$ cat src/rtl/hswap_pkg.sv
package hswap_pkg;
  localparam int HALF_W = 16;

  typedef struct packed {
    logic       load;
    logic       step;
    logic [1:0] stepBytes;
    logic       swap;
    logic       active;
  } hsStrb_t;

  function automatic logic [HALF_W-1:0] swapHalf(input logic [HALF_W-1:0] v);
    return {v[7:0], v[15:8]};
  endfunction
endpackage

$ cat src/rtl/hswap_datapath.sv
module hswap_datapath
  import hswap_pkg::*;
#(
  parameter int AW = 32
) (
  input  logic              clk,
  input  logic              rstN,
  input  logic              upperWe,
  input  logic [AW-1:0]     upperData,
  input  logic [AW-1:0]     reqAddr,
  input  logic              reqBypass,
  input  hsStrb_t           strb,
  input  logic [HALF_W-1:0] srcData,
  input  logic [HALF_W-1:0] memRdata,
  output logic [AW-1:0]     memAddr,
  output logic              addrOdd,
  output logic [HALF_W-1:0] memWdata,
  output logic [HALF_W-1:0] dstData
);
  logic [AW-1:0] upperReg;
  logic [AW-1:0] curAddr;
  logic [AW-1:0] joined;
  logic [AW-1:0] startAddr;

  always_comb begin
    joined    = reqAddr | upperReg;
    startAddr = reqBypass ? joined : {joined[AW-1:1], 1'b0};
  end

  always_ff @(posedge clk) begin
    if (!rstN) begin
      upperReg <= '0;
      curAddr  <= '0;
    end else begin
      if (upperWe) upperReg <= upperData;
      if (strb.load) curAddr <= startAddr;
      else if (strb.step) curAddr <= curAddr + AW'(strb.stepBytes);
    end
  end

  assign memAddr = {curAddr[AW-1:1], 1'b0};
  assign addrOdd = curAddr[0];
  assign memWdata = strb.swap ? swapHalf(srcData)  : srcData;
  assign dstData  = strb.swap ? swapHalf(memRdata) : memRdata;


  swap_addr_even_chk: assert property (@(posedge clk) disable iff (!rstN)
    strb.active && strb.swap |-> !addrOdd);


  stall_addr_hold_chk: assert property (@(posedge clk) disable iff (!rstN)
    strb.active && !strb.step && !strb.load |=> $stable(curAddr));
endmodule

$ cat src/rtl/hswap_ctrl.sv
module hswap_ctrl
  import hswap_pkg::*;
#(
  parameter int LW          = 16,
  parameter int CHUNK_BYTES = 64
) (
  input  logic          clk,
  input  logic          rstN,
  input  logic          reqValid,
  input  logic [LW-1:0] reqLen,
  input  logic          reqWrite,
  input  logic          reqBypass,
  output logic          reqReady,
  input  logic          addrOdd,
  input  logic          memReady,
  output logic          memValid,
  output logic          memWrite,
  output logic [1:0]    memBe,
  output logic          memLast,
  output logic          srcTake,
  output logic          dstValid,
  output logic          done,
  output hsStrb_t       strb
);
  localparam int CW = $clog2(CHUNK_BYTES) + 1;

  logic          busy;
  logic          bypassMode;
  logic          writeMode;
  logic [LW-1:0] remaining;
  logic [CW-1:0] chunkCnt;

  logic          accept;
  logic [LW-1:0] effLen;
  logic          oneLeft;
  logic [1:0]    beatBytes;
  logic          beat;
  logic          finalBeat;
  logic [CW-1:0] chunkNext;
  logic          chunkMode;
  logic          chunkEnd;

  always_comb begin
    accept    = reqValid && !busy;
    effLen    = reqBypass ? reqLen : {reqLen[LW-1:1], 1'b0};
    oneLeft   = (remaining == LW'(1));
    beatBytes = (addrOdd || oneLeft) ? 2'd1 : 2'd2;
    memBe     = addrOdd ? 2'b10 : (oneLeft ? 2'b01 : 2'b11);
    beat      = busy && memReady;
    finalBeat = (remaining == LW'(beatBytes));
    chunkMode = !bypassMode && writeMode;
    chunkNext = chunkCnt + CW'(beatBytes);
    chunkEnd  = chunkMode && (chunkNext == CW'(CHUNK_BYTES));
    memLast   = busy && (finalBeat || chunkEnd);
    strb.load      = accept;
    strb.step      = beat;
    strb.stepBytes = beatBytes;
    strb.swap      = !bypassMode;
    strb.active    = busy;
  end

  assign reqReady = !busy;
  assign memValid = busy;
  assign memWrite = writeMode;
  assign srcTake  = beat && writeMode;
  assign dstValid = beat && !writeMode;

  always_ff @(posedge clk) begin
    if (!rstN) begin
      busy       <= 1'b0;
      bypassMode <= 1'b0;
      writeMode  <= 1'b0;
      remaining  <= '0;
      chunkCnt   <= '0;
      done       <= 1'b0;
    end else begin
      done <= 1'b0;
      if (accept) begin
        bypassMode <= reqBypass;
        writeMode  <= reqWrite;
        remaining  <= effLen;
        chunkCnt   <= '0;
        if (effLen == '0) done <= 1'b1;
        else busy <= 1'b1;
      end else if (beat) begin
        remaining <= remaining - LW'(beatBytes);
        if (chunkEnd) chunkCnt <= '0;
        else if (chunkMode) chunkCnt <= chunkNext;
        if (finalBeat) begin
          busy <= 1'b0;
          done <= 1'b1;
        end
      end
    end
  end


  stall_beat_hold_chk: assert property (@(posedge clk) disable iff (!rstN)
    memValid && !memReady |=> memValid && $stable(memBe) && $stable(memLast));


  swap_full_lanes_chk: assert property (@(posedge clk) disable iff (!rstN)
    memValid && !bypassMode |-> memBe == 2'b11);


  done_when_idle_chk: assert property (@(posedge clk) disable iff (!rstN)
    done |-> reqReady);


  chunk_bound_chk: assert property (@(posedge clk) disable iff (!rstN)
    chunkCnt < CW'(CHUNK_BYTES));


  busy_no_accept_chk: assert property (@(posedge clk) disable iff (!rstN)
    memValid && !memLast |=> memValid);
endmodule

$ cat src/rtl/hswap_dma.sv
module hswap_dma
  import hswap_pkg::*;
#(
  parameter int AW          = 32,
  parameter int LW          = 16,
  parameter int CHUNK_BYTES = 64
) (
  input  logic          clk,
  input  logic          rstN,
  input  logic          upperWe,
  input  logic [AW-1:0] upperData,
  input  logic          reqValid,
  output logic          reqReady,
  input  logic [AW-1:0] reqAddr,
  input  logic [LW-1:0] reqLen,
  input  logic          reqWrite,
  input  logic          reqBypass,
  output logic          done,
  input  logic [15:0]   srcData,
  output logic          srcTake,
  output logic          dstValid,
  output logic [15:0]   dstData,
  output logic          memValid,
  input  logic          memReady,
  output logic          memWrite,
  output logic [AW-1:0] memAddr,
  output logic [1:0]    memBe,
  output logic [15:0]   memWdata,
  input  logic [15:0]   memRdata,
  output logic          memLast
);
  hsStrb_t strb;
  logic    addrOdd;

  hswap_ctrl #(.LW(LW), .CHUNK_BYTES(CHUNK_BYTES)) i_ctrl (
    .clk(clk), .rstN(rstN),
    .reqValid(reqValid), .reqLen(reqLen), .reqWrite(reqWrite),
    .reqBypass(reqBypass), .reqReady(reqReady),
    .addrOdd(addrOdd), .memReady(memReady),
    .memValid(memValid), .memWrite(memWrite), .memBe(memBe),
    .memLast(memLast), .srcTake(srcTake), .dstValid(dstValid),
    .done(done), .strb(strb)
  );

  hswap_datapath #(.AW(AW)) i_data (
    .clk(clk), .rstN(rstN),
    .upperWe(upperWe), .upperData(upperData),
    .reqAddr(reqAddr), .reqBypass(reqBypass), .strb(strb),
    .srcData(srcData), .memRdata(memRdata),
    .memAddr(memAddr), .addrOdd(addrOdd),
    .memWdata(memWdata), .dstData(dstData)
  );
endmodule

$ cat config.mk
export PLATFORM = sky130hd
export DESIGN_NAME = hswap_dma
export DESIGN_NICKNAME = d
export VERILOG_FILES = /design/src/rtl/hswap_pkg.sv /design/src/rtl/hswap_datapath.sv /design/src/rtl/hswap_ctrl.sv /design/src/rtl/hswap_dma.sv
export SDC_FILE = /design/constraint.sdc
export NUM_CORES = 1
export LEC_CHECK = 0
export BUFFER_PORTS_ARGS = -buffer_cell sky130_fd_sc_hd__buf_2
export CORE_UTILIZATION = 45
export CTS_CLUSTER_DIAMETER = 80
export DETAILED_ROUTE_END_ITERATION = 8
export HOLD_SLACK_MARGIN = 0.08
export PLACE_DENSITY = 0.75
export SLEW_MARGIN = 0
export SYNTH_ARGS = -nofsm -noshare
export SYNTH_HDL_FRONTEND = slang
export SYNTH_SLANG_ARGS = --single-unit
export TNS_END_PERCENT = 100
$ cat constraint.sdc
create_clock -name clk -period 5.07 [get_ports clk]
set_input_delay 1.2675 -clock clk [delete_from_list [all_inputs] [get_ports clk]]
set_output_delay 1.2675 -clock clk [all_outputs]
set_load 0.05 [all_outputs]
==> flow_metrics.py, run 1 <==
metrics = {
    "outcome": {
        "status": "completed",
    },
    "run": {
        "maxCapViolations": 0,
    },
    "place": {
        "io_buffer_count": 190,
        "place_congestion": 0.894,
        "hpwl_um": 10600,
    },
    "floorplanning": {
        "ios": 192,
        "dieArea_um2": 11400,
        "rows": 37,
        "die_height_um": 107,
        "die_w_um": 107,
        "initial_core_util_pct": 47.2,
        "coreArea_um2": 10500,
    },
    "yosys": {
        "synthFlopType": "dfxtp_1",
        "yosysWarnings": 0,
        "synth-seq-area-share_pct": 36.9,
        "synth.avg_cell_area_um2": 8.76,
        "synthArstFlopShare_pct": 0,
        "yosys.cell_types.count": 65,
        "synth.top_cell.area_share_pct": 36.9,
        "postSynthCellCount": 564,
        "synth_nets": 690,
        "netlist_area_um2": 4940,
        "synth_edf_count": 0,
        "yosysTopAreaCell": "dfxtp_1",
        "ys_seq_elements": 91,
        "synth_commonest_cells": "dfxtp_1, nor2_1, a21oi_1, mux2i_1, mux2_2",
        "synth.most_common_cell": "dfxtp_1",
        "synth.area.top_cells": "dfxtp_1, mux2_2, mux2i_1",
    },
    "clock_tree": {
        "clockBufferDepth": 2,
        "cts_tree": "built",
        "cts_root_buffer": "clkbuf_8",
        "clk_latency_ns": 0.37,
        "clk_pin_slew_ns": 0.10,
        "h-tree-depth": 3,
        "post_cts_buffers": 0,
        "hold_buffers": 0,
        "numCtsBuffers": 9,
        "clock-sinks": 91,
        "cts_resized": 4,
    },
    "pwr": {
        "irDropWorstVdd_v": 0.000161,
        "p_comb_share_pct": 28.0,
        "power_density_nw_per_um2": 287,
        "switching_power_mw": 0.663,
        "leakagePower_nw": 2.67,
        "p_sw_share_pct": 37.1,
        "intPower_mw": 1.12,
        "power_mw": 1.79,
        "seq_power_share_pct": 45.6,
        "clkPwrFrac_pct": 26.4,
    },
    "setup_path": {
        "worstPathRequired_ns": 3.80,
        "worstSetupEndpointType": "output pin",
        "r2r_start": "i_ctrl.remaining[8]$_SDFFE_PN0P_",
        "slowest_stage": "or4b_1",
        "crit_arrival_ns": 3.64,
        "worstSetupPathType": "flop to output pin",
        "r2r_slack_ns": 1.68,
        "start_kind": "flop",
        "worstPathCellList": "nor3_4, nand3_2, nor4_4, or2_4, ha_1, inv_1, fa_2, xnor2_1, or4b_1, a211o_1, a21oi_1, buf_4",
        "cpPeakStageDelay_ns": 0.53,
        "critical_path.max_fanout": 7,
        "reg2regPathDepth": 12,
        "timing.rr.end": "i_ctrl.remaining[12]$_SDFFE_PN0P_",
    },
    "sta": {
        "finalSetupViolations": 0,
        "finalHoldViolCount": 0,
        "fin_worst_skew_ns": 0.0166,
        "relSlewSlack_pct": 22.5,
        "fmax_mhz": 204,
        "tightestPinTransition_ns": 1.16,
        "timing.final.crit_share_pct": 96.9,
        "period_minus_slack_ns": 4.91,
        "hold_slack_ns": 0.489,
        "slew_violations": 0,
    },
    "finish": {
        "fin_nets": 865,
        "diodes": 0,
        "syn_to_final_growth_pct": 25.9,
        "drive_above_1_share_pct": 36.0,
    },
    "detailed_routing": {
        "vias": 4993,
        "drcViolationCount": 0,
        "dr.first_iter.drc_count": 233,
        "wirelength_um": 14500,
        "avgRoutedWirePerCell_um": 16.4,
        "detail-route-antenna-nets": 0,
        "viasPerCell": 5.67,
        "dr.pass1.iters": 4,
    },
    "grt": {
        "grt_max_degree": 63,
        "first_global_vias": 4815,
        "grt_first_pass_wirelength_um": 22900,
        "antenna_found_initial": 0,
        "grt_usage_pct": 25.1,
        "grt_remaining_overflow": 0,
    },
    "min_path": {
        "min_path_type": "flop to flop",
        "min_path_cells": 2,
        "hp-start": "i_ctrl.chunkCnt[0]$_SDFFE_PP0P_",
        "worst_hold_path.endpoint": "i_ctrl.chunkCnt[0]$_SDFFE_PP0P_",
    },
}
sequential cells by signal, summed over array words and instances, names as in the netlist:
register	cells
i_ctrl.memWrite	1
i_ctrl.memValid	1
i_ctrl.chunkCnt	7
i_data.curAddr	32
i_ctrl.bypassMode	1
i_ctrl.done	1
i_data.upperReg	32
i_ctrl.remaining	16
cell families after synthesis:
family          share of synthesized area (%)
compound gates                           15.7
xor+xnor                                 4.08
fa+ha+maj                                2.08
buf+inv                                  3.52
flops                                    36.9
mux                                      14.4
other cells                            0.0759
simple gates                             23.3
cell type report:
class,instances,area [µm²]
Inverter,12,45.0
Clock inverter,6,46.3
Multi-Input combinational cell,428,2990
Tap cell,136,170
Timing Repair Buffer,197,1010
Fill cell,975,4250
Clock buffer,10,138
Sequential cell,91,1820
through the flow:
step	instances	TNS [ns]	setup WS (ns)	instance area, µm²	util (%)
after global routing	880	-0.0162	-0.0162	6220	59.4
after floorplan	564	0	0.0993	4940	-
after CTS	880	0	0.0167	6190	59.2
after global placement	864	0	0.318	5990	57.2
final	880	0	0.158	6220	59.4
after detailed placement	864	0	0.154	5990	57.2
how the worst max path moves through the flow:
stage                                          start       to  slack, ns  depth (start not counted)
finish              i_ctrl.remaining[8]$_SDFFE_PN0P_  memLast       0.16                         12
detailed placement  i_ctrl.remaining[8]$_SDFFE_PN0P_  memLast       0.15                         12
global placement    i_ctrl.remaining[8]$_SDFFE_PN0P_  memLast       0.32                         12
global route        i_ctrl.remaining[8]$_SDFFE_PN0P_  memLast      -0.02                         12
floorplan           i_ctrl.remaining[2]$_SDFFE_PN0P_  memLast        0.1                         11
CTS                 i_ctrl.remaining[8]$_SDFFE_PN0P_  memLast       0.02                         12
power groups by stage:
stage | clock, mW | sequential, mW | combinational (mW)
global placement | 0 | 0.824 | 0.482
CTS | 0.477 | 0.813 | 0.496
global route | 0.506 | 0.823 | 0.534
floorplan | 0 | 0.895 | 0.274
detailed placement | 0 | 0.829 | 0.492
finish | 0.472 | 0.815 | 0.500
worst max-delay path, delay by kind of cell (launching register included):
family	cells	cell delay [ns]
buffers and inverters	2	0.29
XOR/XNOR	1	0.14
AND/OR/NAND/NOR	5	1.48
AO/OA/AOI/OAI	2	0.39
adder cells (fa/ha/maj)	2	0.58
flip-flops	1	0.40
routing by layer:
layer,wire length (µm),GRT usage (%)
met4,374,11.0
met5,0,0
met1,6360,31.2
met2,7110,43.3
met3,623,3.40
layout by cell type (no fill, tap or decap), types with 11 or more instances in the layout:
master   count
o31ai_1     17
a21oi_1     42
mux2_2      33
nor2_1      57
buf_2      189
dfxtp_1     91
inv_1       11
nor3_1      25
mux2i_1     34
nand2_1     32
o21ai_0     11
nand3_1     25
xor2_1      14
(Power assumes the default switching activity.)
==> run 2: changes to the inputs <==
--- a/config.mk
+++ b/config.mk
@@ -5,12 +5,14 @@
 export SDC_FILE = /design/constraint.sdc
 export NUM_CORES = 1
 export LEC_CHECK = 0
+export ABC_CLOCK_PERIOD_IN_PS = 5070
 export BUFFER_PORTS_ARGS = -buffer_cell sky130_fd_sc_hd__buf_2
 export CORE_UTILIZATION = 45
 export CTS_CLUSTER_DIAMETER = 80
 export DETAILED_ROUTE_END_ITERATION = 8
-export HOLD_SLACK_MARGIN = 0.08
+export HOLD_SLACK_MARGIN = 0.05
 export PLACE_DENSITY = 0.75
+export RECOVER_POWER = 50
 export SLEW_MARGIN = 0
 export SYNTH_ARGS = -nofsm -noshare
 export SYNTH_HDL_FRONTEND = slang
==> flow_metrics.py, run 2 (same netlist as run 1, synthesis figures left out) <==
metrics = {
    "grt": {
        "antenna_found_initial": 0,
        "grt_first_pass_wirelength_um": 22900,
        "grt_max_degree": 63,
        "grt_usage_pct": 25.1,
        "grt_remaining_overflow": 0,
        "first_global_vias": 4815,
    },
    "run": {
        "maxCapViolations": 1,
    },
    "floorplanning": {
        "coreArea_um2": 10500,
        "die_w_um": 107,
        "rows": 37,
        "initial_core_util_pct": 47.2,
        "ios": 192,
        "die_height_um": 107,
        "dieArea_um2": 11400,
    },
    "sta": {
        "period_minus_slack_ns": 4.90,
        "finalSetupViolations": 0,
        "slew_violations": 63,
        "relSlewSlack_pct": -42.0,
        "timing.final.crit_share_pct": 96.7,
        "fin_ws_ns": 0.169,
        "fmax_mhz": 204,
        "fin_worst_skew_ns": 0.0174,
        "finalHoldViolCount": 0,
        "tightestPinTransition_ns": 2.13,
    },
    "pwr": {
        "clkPwrFrac_pct": 26.5,
        "power_density_nw_per_um2": 289,
        "seq_power_share_pct": 45.8,
        "p_sw_share_pct": 37.2,
        "p_comb_share_pct": 27.7,
        "leakagePower_nw": 2.53,
        "intPower_mw": 1.12,
        "irDropWorstVdd_v": 0.000162,
        "switching_power_mw": 0.663,
    },
    "setup_path": {
        "worstPathCellList": "nor3_4, nand3_2, nor4_4, or2_4, ha_1, inv_1, fa_2, xnor2_1, or4b_1, a211o_1, a21oi_1, buf_4",
        "crit_arrival_ns": 3.63,
        "cpPeakStageDelay_ns": 0.53,
        "start_kind": "flop",
        "critical_path.max_fanout": 7,
        "worstSetupEndpointType": "output pin",
        "worstPathRequired_ns": 3.80,
        "worstSetupPathType": "flop to output pin",
        "slowest_stage": "or4b_1",
    },
    "finish": {
        "final_common_cell": "buf_2",
        "final_cell_mix": "buf_2, dfxtp_1, nor2_1, a21oi_1, clkbuf_1",
        "reg.largest.list": "i_data.curAddr (32), i_data.upperReg (32), i_ctrl.remaining (16)",
        "syn_to_final_growth_pct": 24.8,
        "drive_above_1_share_pct": 30.6,
        "design_area_um2": 6170,
        "final_cell_count_no_fill": 880,
        "fin_nets": 865,
        "diodes": 0,
    },
    "place": {
        "hpwl_um": 10600,
        "dpl_cell_area_um2": 5990,
        "dpl.cell_count": 864,
        "pre_cts_slack_ns": 0.154,
        "io_buffer_count": 190,
        "place_congestion": 0.894,
    },
    "clock_tree": {
        "clock-sinks": 91,
        "h-tree-depth": 3,
        "numCtsBuffers": 9,
        "cts_tree": "built",
        "cts_root_buffer": "clkbuf_8",
        "hold_buffers": 0,
        "clk_latency_ns": 0.37,
        "post_cts_buffers": 0,
        "clockBufferDepth": 2,
        "clk_pin_slew_ns": 0.10,
    },
    "outcome": {
        "violations": "max-capacitance violations, max-slew violations",
        "status": "complete, but fails checks",
    },
    "detailed_routing": {
        "vias": 4965,
        "avgRoutedWirePerCell_um": 16.5,
        "dr.first_iter.drc_count": 293,
        "dr.pass1.iters": 4,
        "wirelength_um": 14500,
        "viasPerCell": 5.64,
        "detail-route-antenna-nets": 0,
        "drcViolationCount": 0,
    },
    "min_path": {
        "min_path_type": "flop to flop",
    },
}
[run 2: changes by cell type in the layout (fill, tap and decap cells not counted)]
cell,before,now
inv_2,1,0
clkbuf_1,0,38
buf_2,189,151
nand2b_1,3,4
nand2b_2,1,0
inv_1,11,12
[run 2: stage by stage]
stage                     util (%)  setup TNS [ns]  hold slack [ns]  total power, mW
after global placement        57.2               0            0.457             1.31
after global routing          58.9         -0.0162            0.492             1.86
after detailed placement      57.2               0            0.471             1.32
after floorplan                  -               0            0.441             1.17
after CTS                     59.2               0            0.485             1.79
final                         58.9               0            0.490             1.78
[run 2: what timing repair did]
item,in CTS,in global routing
cloned,0,0
setup endpoints to repair,1,1
resized for setup,4,5
[run 2: final timing paths]
kind	startpoint	to	slack, ns	cells past startpoint
worst max-delay path	i_ctrl.remaining[8]$_SDFFE_PN0P_	memLast	0.17	12
worst min-delay path	i_ctrl.chunkCnt[0]$_SDFFE_PP0P_	i_ctrl.chunkCnt[0]$_SDFFE_PP0P_	0.49	2
worst max register to register	i_ctrl.remaining[8]$_SDFFE_PN0P_	i_ctrl.remaining[12]$_SDFFE_PN0P_	1.67	12
worst min register to register	i_ctrl.chunkCnt[0]$_SDFFE_PP0P_	i_ctrl.chunkCnt[0]$_SDFFE_PP0P_	0.49	2
[run 2: metal layers]
metal / GRT usage [%] / share of wire [%] / vias up / wire [µm]
met1: 31.2 / 44 / 2334 / 6360
li1: - / - / 2428 / -
met4: 11.0 / 2.9 / 0 / 413
met3: 3.40 / 4.5 / 37 / 650
met5: 0 / 0 / - / 0
met2: 43.3 / 49 / 166 / 7060
[run 2: critical path, delay by kind of cell (launching register included)]
| kind | cells | cell delay, ns |
|---|---|---|
| fa+ha+maj | 2 | 0.58 |
| simple gates | 5 | 1.47 |
| compound gates | 2 | 0.38 |
| buf+inv | 2 | 0.28 |
| xor+xnor | 1 | 0.15 |
| flops | 1 | 0.40 |
[run 2: power groups by stage]
| stage | sequential [mW] | clock (mW) | combinational (mW) |
|---|---|---|---|
| finish | 0.816 | 0.472 | 0.494 |
| global route | 0.824 | 0.506 | 0.528 |
| CTS | 0.813 | 0.477 | 0.496 |
| detailed placement | 0.829 | 0 | 0.492 |
| global placement | 0.824 | 0 | 0.482 |
| floorplan | 0.895 | 0 | 0.274 |
[run 2: cell type report]
cell class | instances | area (µm²)
Clock buffer | 10 | 138
Clock inverter | 6 | 46.3
Fill cell | 987 | 4300
Inverter | 12 | 45.0
Multi-Input combinational cell | 428 | 2990
Sequential cell | 91 | 1820
Tap cell | 136 | 170
Timing Repair Buffer | 197 | 958
